$ cat src/rtl/rxring_pkg.sv
package rxring_pkg;
   localparam int DESC_BITS   = 64;
   localparam int DESC_BYTES  = DESC_BITS / 8;
   localparam int STEP_LG     = $clog2(DESC_BYTES);
   localparam int STAT_W      = 16;
   localparam int LEN_W       = 16;
   localparam int BUF_W       = 32;
   localparam int EMPTY_BIT   = 15;
   localparam int WRAP_BIT    = 13;
   localparam int ACT_BIT     = 24;
   localparam int CMD_W       = 32;

   typedef struct packed {
      logic [STAT_W-1:0] status;
      logic [LEN_W-1:0]  length;
      logic [BUF_W-1:0]  bufptr;
   } rxdesc_t;

   typedef enum logic [2:0] {
      WS_IDLE   = 3'd0,
      WS_FREQ   = 3'd1,
      WS_FWAIT  = 3'd2,
      WS_OFFER  = 3'd3,
      WS_RXWAIT = 3'd4,
      WS_WREQ   = 3'd5,
      WS_WWAIT  = 3'd6
   } walk_state_t;
endpackage

$ cat src/rtl/rxring_cmd_flag.sv
module rxring_cmd_flag
   import rxring_pkg::*;
(
   input  logic             clk,
   input  logic             rst_n,
   input  logic             en,
   input  logic             wr_stb,
   input  logic [CMD_W-1:0] wr_data,
   input  logic             clr_stb,
   output logic             act,
   output logic [CMD_W-1:0] rdata
);
   logic act_q;
   logic unused_wdata;

   // written value plays no part: only the strobe arms the flag
   assign unused_wdata = ^wr_data;

   always_ff @(posedge clk or negedge rst_n) begin
      if (!rst_n)        act_q <= 1'b0;
      else if (!en)      act_q <= 1'b0;
      else if (wr_stb)   act_q <= 1'b1;
      else if (clr_stb)  act_q <= 1'b0;
   end

   assign act   = act_q;
   assign rdata = CMD_W'(act_q) << ACT_BIT;

   AST_WR_ARMS: assert property (@(posedge clk) disable iff (!rst_n)
      en && wr_stb |=> act) else $error("write did not arm");
   AST_EN_LOW_DISARMS: assert property (@(posedge clk) disable iff (!rst_n)
      !en |=> !act) else $error("flag survived disable");
   AST_RDATA_SHAPE: assert property (@(posedge clk) disable iff (!rst_n)
      rdata[ACT_BIT-1:0] == '0 && rdata[CMD_W-1:ACT_BIT+1] == '0) else $error("stray read bits");
   AST_SET_BEATS_CLR: assert property (@(posedge clk) disable iff (!rst_n)
      en && wr_stb && clr_stb |=> act) else $error("clear beat set");
endmodule

$ cat src/rtl/rxring_ring_idx.sv
module rxring_ring_idx
   import rxring_pkg::*;
#(
   parameter int ADDR_W = 32,
   parameter int IDX_W  = 10
) (
   input  logic              clk,
   input  logic              rst_n,
   input  logic              en,
   input  logic [ADDR_W-1:0] base,
   input  logic              adv,
   input  logic              wrap,
   output logic [ADDR_W-1:0] addr
);
   localparam int PAD_W = ADDR_W - IDX_W - STEP_LG;

   logic [IDX_W-1:0]  idx_q;
   logic [ADDR_W-1:0] ofs;

   generate
      if (PAD_W < 0) begin : g_bad_width
         $error("ring index does not fit the address width");
      end
      if (PAD_W == 0) begin : g_ofs_exact
         assign ofs = {idx_q, {STEP_LG{1'b0}}};
      end else begin : g_ofs_pad
         assign ofs = {{PAD_W{1'b0}}, idx_q, {STEP_LG{1'b0}}};
      end
   endgenerate

   always_ff @(posedge clk or negedge rst_n) begin
      if (!rst_n)      idx_q <= '0;
      else if (!en)    idx_q <= '0;
      else if (adv)    idx_q <= wrap ? '0 : idx_q + 1'b1;
   end

   assign addr = base + ofs;

   AST_STEP_ONE: assert property (@(posedge clk) disable iff (!rst_n)
      en && adv && !wrap |=> idx_q == $past(idx_q) + 1'b1) else $error("bad step");
   AST_WRAP_BASE: assert property (@(posedge clk) disable iff (!rst_n)
      en && adv && wrap |=> addr == base) else $error("wrap missed base");
   AST_DISABLE_BASE: assert property (@(posedge clk) disable iff (!rst_n)
      !en |=> addr == base) else $error("index kept on disable");
endmodule

$ cat src/rtl/rxring_walker.sv
module rxring_walker
   import rxring_pkg::*;
#(
   parameter int ADDR_W = 32,
   parameter int ERR_W  = 6
) (
   input  logic                 clk,
   input  logic                 rst_n,
   input  logic                 en,
   input  logic                 act,
   input  logic [ADDR_W-1:0]    cur_addr,
   output logic                 mem_req_valid,
   input  logic                 mem_req_ready,
   output logic                 mem_req_we,
   output logic [ADDR_W-1:0]    mem_req_addr,
   output logic [DESC_BITS-1:0] mem_req_wdata,
   input  logic                 mem_rsp_valid,
   input  logic [DESC_BITS-1:0] mem_rsp_data,
   output logic                 buf_valid,
   input  logic                 buf_ready,
   output logic [BUF_W-1:0]     buf_addr,
   input  logic                 done_valid,
   input  logic [LEN_W-1:0]     done_len,
   input  logic [ERR_W-1:0]     done_err,
   output logic                 clr_stb,
   output logic                 adv,
   output logic                 wrap
);
   localparam int KEEP_W = EMPTY_BIT - ERR_W;
   localparam int WRAP_K = WRAP_BIT - ERR_W;

   walk_state_t          st_q;
   rxdesc_t              rsp_d;
   logic [KEEP_W-1:0]    keep_q;
   logic [BUF_W-1:0]     ptr_q;
   logic [LEN_W-1:0]     len_q;
   logic [ERR_W-1:0]     err_q;
   logic [STAT_W-1:0]    wb_status;
   logic                 rsp_empty;
   logic                 unused_rsp;

   generate
      if (ERR_W < 1 || ERR_W > WRAP_BIT) begin : g_bad_err
         $error("error field must sit below the wrap bit");
      end
   endgenerate

   assign rsp_d      = rxdesc_t'(mem_rsp_data);
   assign rsp_empty  = rsp_d.status[EMPTY_BIT];
   assign unused_rsp = ^{rsp_d.length, rsp_d.status[ERR_W-1:0]};

   always_ff @(posedge clk or negedge rst_n) begin
      if (!rst_n) begin
         st_q   <= WS_IDLE;
         keep_q <= '0;
         ptr_q  <= '0;
         len_q  <= '0;
         err_q  <= '0;
      end else if (!en) begin
         st_q <= WS_IDLE;
      end else begin
         unique case (st_q)
            WS_IDLE:   if (act) st_q <= WS_FREQ;
            WS_FREQ:   if (mem_req_ready) st_q <= WS_FWAIT;
            WS_FWAIT:  if (mem_rsp_valid) begin
                          if (rsp_empty) begin
                             keep_q <= rsp_d.status[EMPTY_BIT-1:ERR_W];
                             ptr_q  <= rsp_d.bufptr;
                             st_q   <= WS_OFFER;
                          end else begin
                             st_q <= WS_IDLE;
                          end
                       end
            WS_OFFER:  if (buf_ready) st_q <= WS_RXWAIT;
            WS_RXWAIT: if (done_valid) begin
                          len_q <= done_len;
                          err_q <= done_err;
                          st_q  <= WS_WREQ;
                       end
            WS_WREQ:   if (mem_req_ready) st_q <= WS_WWAIT;
            WS_WWAIT:  if (mem_rsp_valid) st_q <= WS_IDLE;
            default:   st_q <= WS_IDLE;
         endcase
      end
   end

   assign wb_status     = {1'b0, keep_q, err_q};
   assign mem_req_valid = en && (st_q == WS_FREQ || st_q == WS_WREQ);
   assign mem_req_we    = (st_q == WS_WREQ);
   assign mem_req_addr  = cur_addr;
   assign mem_req_wdata = {wb_status, len_q, ptr_q};
   assign buf_valid     = en && (st_q == WS_OFFER);
   assign buf_addr      = ptr_q;
   assign clr_stb       = en && (st_q == WS_FWAIT) && mem_rsp_valid && !rsp_empty;
   assign adv           = en && (st_q == WS_WWAIT) && mem_rsp_valid;
   assign wrap          = keep_q[WRAP_K];

   AST_FETCH_ONLY_ARMED: assert property (@(posedge clk) disable iff (!rst_n)
      mem_req_valid && !mem_req_we |-> en && act) else $error("fetch while idle");
   AST_NONEMPTY_HALTS: assert property (@(posedge clk) disable iff (!rst_n)
      en && st_q == WS_FWAIT && mem_rsp_valid && !rsp_empty |=> st_q == WS_IDLE && !mem_req_valid) else $error("walk continued");
   AST_OFFER_PTR: assert property (@(posedge clk) disable iff (!rst_n)
      en && st_q == WS_FWAIT && mem_rsp_valid && rsp_empty |=> !en || (buf_valid && buf_addr == $past(rsp_d.bufptr))) else $error("buffer not offered");
   AST_WB_NOT_EMPTY: assert property (@(posedge clk) disable iff (!rst_n)
      mem_req_valid && mem_req_we |-> !mem_req_wdata[DESC_BITS-1]) else $error("writeback kept empty bit");
   AST_REQ_HOLD: assert property (@(posedge clk) disable iff (!rst_n)
      mem_req_valid && !mem_req_ready |=> !en || (mem_req_valid && $stable(mem_req_addr) && $stable(mem_req_we) && $stable(mem_req_wdata))) else $error("request changed");
endmodule

$ cat src/rtl/rxring_poll_ctrl.sv
module rxring_poll_ctrl
   import rxring_pkg::*;
#(
   parameter int ADDR_W = 32,
   parameter int IDX_W  = 10,
   parameter int ERR_W  = 6
) (
   input  logic                 clk,
   input  logic                 rst_n,
   input  logic                 eth_en,
   input  logic                 cmd_wr,
   input  logic [CMD_W-1:0]     cmd_wdata,
   output logic [CMD_W-1:0]     cmd_rdata,
   input  logic [ADDR_W-1:0]    ring_base,
   output logic                 mem_req_valid,
   input  logic                 mem_req_ready,
   output logic                 mem_req_we,
   output logic [ADDR_W-1:0]    mem_req_addr,
   output logic [DESC_BITS-1:0] mem_req_wdata,
   input  logic                 mem_rsp_valid,
   input  logic [DESC_BITS-1:0] mem_rsp_data,
   output logic                 buf_valid,
   input  logic                 buf_ready,
   output logic [BUF_W-1:0]     buf_addr,
   input  logic                 done_valid,
   input  logic [LEN_W-1:0]     done_len,
   input  logic [ERR_W-1:0]     done_err
);
   logic              act;
   logic              clr_stb;
   logic              adv;
   logic              wrap;
   logic [ADDR_W-1:0] cur_addr;

   rxring_cmd_flag u_flag (
      .clk     (clk),
      .rst_n   (rst_n),
      .en      (eth_en),
      .wr_stb  (cmd_wr),
      .wr_data (cmd_wdata),
      .clr_stb (clr_stb),
      .act     (act),
      .rdata   (cmd_rdata)
   );

   rxring_ring_idx #(.ADDR_W(ADDR_W), .IDX_W(IDX_W)) u_idx (
      .clk   (clk),
      .rst_n (rst_n),
      .en    (eth_en),
      .base  (ring_base),
      .adv   (adv),
      .wrap  (wrap),
      .addr  (cur_addr)
   );

   rxring_walker #(.ADDR_W(ADDR_W), .ERR_W(ERR_W)) u_walk (
      .clk           (clk),
      .rst_n         (rst_n),
      .en            (eth_en),
      .act           (act),
      .cur_addr      (cur_addr),
      .mem_req_valid (mem_req_valid),
      .mem_req_ready (mem_req_ready),
      .mem_req_we    (mem_req_we),
      .mem_req_addr  (mem_req_addr),
      .mem_req_wdata (mem_req_wdata),
      .mem_rsp_valid (mem_rsp_valid),
      .mem_rsp_data  (mem_rsp_data),
      .buf_valid     (buf_valid),
      .buf_ready     (buf_ready),
      .buf_addr      (buf_addr),
      .done_valid    (done_valid),
      .done_len      (done_len),
      .done_err      (done_err),
      .clr_stb       (clr_stb),
      .adv           (adv),
      .wrap          (wrap)
   );
endmodule

$ cat config.mk
export PLATFORM = sky130hd
export DESIGN_NAME = rxring_poll_ctrl
export DESIGN_NICKNAME = d
export VERILOG_FILES = /design/src/rtl/rxring_pkg.sv /design/src/rtl/rxring_cmd_flag.sv /design/src/rtl/rxring_ring_idx.sv /design/src/rtl/rxring_walker.sv /design/src/rtl/rxring_poll_ctrl.sv
export SDC_FILE = /design/constraint.sdc
export NUM_CORES = 1
export LEC_CHECK = 0
export BUFFER_PORTS_ARGS = -buffer_cell sky130_fd_sc_hd__clkbuf_2
export CAP_MARGIN = 20
export CELL_PAD_IN_SITES_DETAIL_PLACEMENT = 1
export CELL_PAD_IN_SITES_GLOBAL_PLACEMENT = 1
export CORE_MARGIN = 3
export CORE_UTILIZATION = 27
export DETAILED_ROUTE_END_ITERATION = 6
export MAX_ROUTING_LAYER = met4
export PLACE_DENSITY_LB_ADDON = 0.12
export SLEW_MARGIN = 20
export SYNTH_ARGS = -nofsm -noshare
export SYNTH_HDL_FRONTEND = slang
export SYNTH_SLANG_ARGS = --single-unit
$ cat constraint.sdc
create_clock -name clk -period 2.85 [get_ports clk]
set_input_delay 0.7125 -clock clk [delete_from_list [all_inputs] [get_ports clk]]
set_output_delay 0.7125 -clock clk [all_outputs]
set_load 0.02 [all_outputs]
==> summary.md <==
| Metric | Value |
|---|---|
| Number of synthesized flops with an enable pin | 0 |
| Min cycle time layout | 3.25 ns |
| Top_reg_cell synth | dfrtp_1 |
| # diodes | 0 |
| Tot GR Track Use | 0.142 |
| Clock Path Buffers | 2 |
| Number of global-route vias before repair | 4125 |
| Finished Cell Area | 6840 sq um |
| Overall die width | 136 um |
| Overflow after GRT | 0 |
| Clk pin slew, worst setup/hold paths | 0.06 ns |
| Least-Margin Pin Slew | 0.616 ns |
| Sw Pwr | 1.17 mW |
| Hold WC Path Type | input pin to asynchronous set/reset pin |
| Switching Share | 0.334 |
| Initial core utilization | 0.282 |
| Cell variety after synth | 52 |
| Routed Antenna Nets | 0 |
| Cell accounting for the most synthesized area | dfrtp_1 |
| Crit. End Element | output port |
| Final Power | 3.49 mW |
| WS Path Type | input pin to output port |
| Clk_skew | 0.00710 ns |
| Synth area leaders | dfrtp_1 42%, mux2_2 15%, buf_4 12% |
| FMAX | 0.307 GHz |
| Clk sinks | 77 |
| Synth Instances | 416 |
| Worst rel slew slack | 0.589 |
| Combinational power share | 0.285 |
| Area Growth Syn to Fin | 50.0% |
| Power Internal | 2.32 mW |
| First-pass GRT wire length | 20400 um |
| RSZ-0062 raised after global routing | true |
| # DRC | 0 |
| I/O pin cnt | 321 |
| Pre-CTS WS | -0.560 ns |
| Post-Syn Area | 4560 sq um |
| Worst-path fanout max | 7 |
| Synth Register Bits | 77 |
| Ys Warns | 0 |
| Fillers | 1847 |
| VDD IR max | 0.000229 V |
| Via/cell ratio | 4.40 |
| Number of antenna violations at the first check in global routing | 0 |
| Clock buffer count from CTS | 9 |
| Max_cap viols | 0 |
| Dominant cell by count in the synthesized netlist | dfrtp_1 |
| Worst path required time | 2.14 ns |
| Drt pass-1 iters | 3 |
| Fin crit share | 1.14 |
| Final setup fails | 24 |
| Final hold vios | 0 |
| Slack of the critical path | -0.404 ns |
| Failing checks | negative setup slack |
| Number of port buffers | 228 |
| Via count | 3868 |
| Seq/Total Area, Yosys | 0.423 |
| Pwr Density | 510 nW/um^2 |
| Status | finished, violations left |
| H-Tree Depth | 3 |
| Final Hold Slack | 0.382 ns |
| CORE AREA | 16200 sq um |
| Synth top area share | 0.423 |
| DRT iter0 DRCs | 85 |
| Die ar. | 18500 sq um |
| Dpl cell area | 6000 sq um |
| DP HPWL | 10400 um |
| Crit path DAT | 2.54 ns |
| Clk pwr share | 0.331 |
| Largest net degree at the start of global routing | 47 |
| Asr flop ratio synth | 1.00 |
| DR WL/cell | 15.0 um |
| Fin nets | 828 |
| Post-Route WL | 13200 um |
| RePlAce Congestion | 0.771 |
| # rows | 46 |
| Syn avg cell area | 11.0 sq um |
| Post-synth top cells | 77 x dfrtp_1, 73 x buf_4, 62 x mux2_2 |
| Die Y | 136 um |
| Cts hold-fix bufs | 0 |
| Seq pwr share | 0.384 |
| CP Launch Type | input pin |
| Static Leakage | 3.57 nW |
| Clk Latency, worst-skew pair | 0.33 ns |
| Final Max Tran Viols | 0 |
| Root Driver | clkbuf_16 |
| TritonCTS clock tree | done |
| Layout cells sized above 1 | 0.650 |
## sequential cells by signal (all words and copies together) (netlist names)
signal / count
u_walk.buf_addr: 32
u_walk.len_q: 16
u_idx.idx_q: 10
u_walk.keep_q: 9
u_walk.err_q: 6
u_walk.st_q: 3
u_flag.act: 1
## cells by family after synthesis
group,synth area share
buffers and inverters,0.141
and+or+nand+nor,0.108
DFF,0.423
muxes,0.155
AOI/OAI and AO/OA,0.0807
xor gates and xnor gates,0.0558
adders and majority gates,0.0346
other,0.000823
## per-stage QoR
step | TNS, ns | cells | utilization
6_report | -7.36 | 879 | 0.423
5_1_grt | -9.70 | 879 | 0.423
4_1_cts | -8.22 | 873 | 0.413
3_5_place_dp | -8.52 | 850 | 0.371
3_3_place_gp | -7.83 | 850 | 0.371
2_1_floorplan | -0.942 | 447 | -
## critical path: stages
cell and delay, ns:
clkbuf_8 0.11, inv_1 0.06, fa_2 0.42, nor2b_4 0.15, nor3_2 0.05, o21ai_2 0.20, a22oi_2 0.20, nor3_2 0.28
xor2_2 0.19, clkbuf_8 0.18
## layout by cell type, fill, tap and decap left out, types with 7 or more instances in the layout
master	instances
nor2_2	7
nand2_1	10
buf_6	7
dfrtp_1	77
a21oi_1	9
o21ai_0	10
mux2_2	62
inv_1	12
conb_1	32
buf_4	56
nand3_1	8
clkbuf_16	9
nor2_1	14
xnor2_2	11
xor2_2	8
clkbuf_2	200
clkbuf_8	19
## final timing paths
kind	start	to	slack, ns	depth (start not counted)
max	ring_base[4]	mem_req_addr[31]	-0.40	10
min	rst_n	u_walk.err_q[0]	0.38	1
max reg2reg	u_idx.idx_q[1]	u_idx.idx_q[6]	0.97	7
min reg2reg	u_walk.keep_q[4]	u_walk.keep_q[4]	0.51	1
max in group asynchronous	rst_n	u_walk.err_q[2]	1.77	2
min in group clk	u_walk.keep_q[4]	u_walk.keep_q[4]	0.51	1
## layout make-up
| class | instances | area, sq um | share of cell area |
|---|---|---|---|
| flip-flops and latches | 77 | 1930 | 0.282 |
| repair buffers | 283 | 1780 | 0.261 |
| clock inverters | 5 | 58.8 | 0.00860 |
| inverters | 13 | 48.8 | 0.00714 |
| multi-input cells | 274 | 2500 | 0.366 |
| well taps | 216 | 270 | 0.0395 |
| clock buffers | 11 | 243 | 0.0355 |
## power by group through the flow
stage / logic (mW) / clock network (mW) / registers, mW
finish: 0.993 / 1.16 / 1.34
detailed placement: 0.969 / 0 / 1.37
global route: 1.06 / 1.26 / 1.37
floorplan: 0.570 / 0 / 1.49
CTS: 1.00 / 1.21 / 1.35
global placement: 0.955 / 0 / 1.35
## layer usage
layer	track usage	vias up	part of all wire
met1	0.162	1873	0.38
li1	-	1809	-
met4	0.0448	0	0.023
met5	-	-	0
met2	0.246	162	0.52
met3	0.0352	24	0.070
## timing repair
item | CTS | global route
endpoints found under the hold margin | 0 | 0
endpoints found under the setup margin | 25 | 25
setup buffers | 9 | 7
gates resized for setup | 75 | 32
pin swaps | 35 | 24
Note: power is estimated with default switching activity, not from simulation.
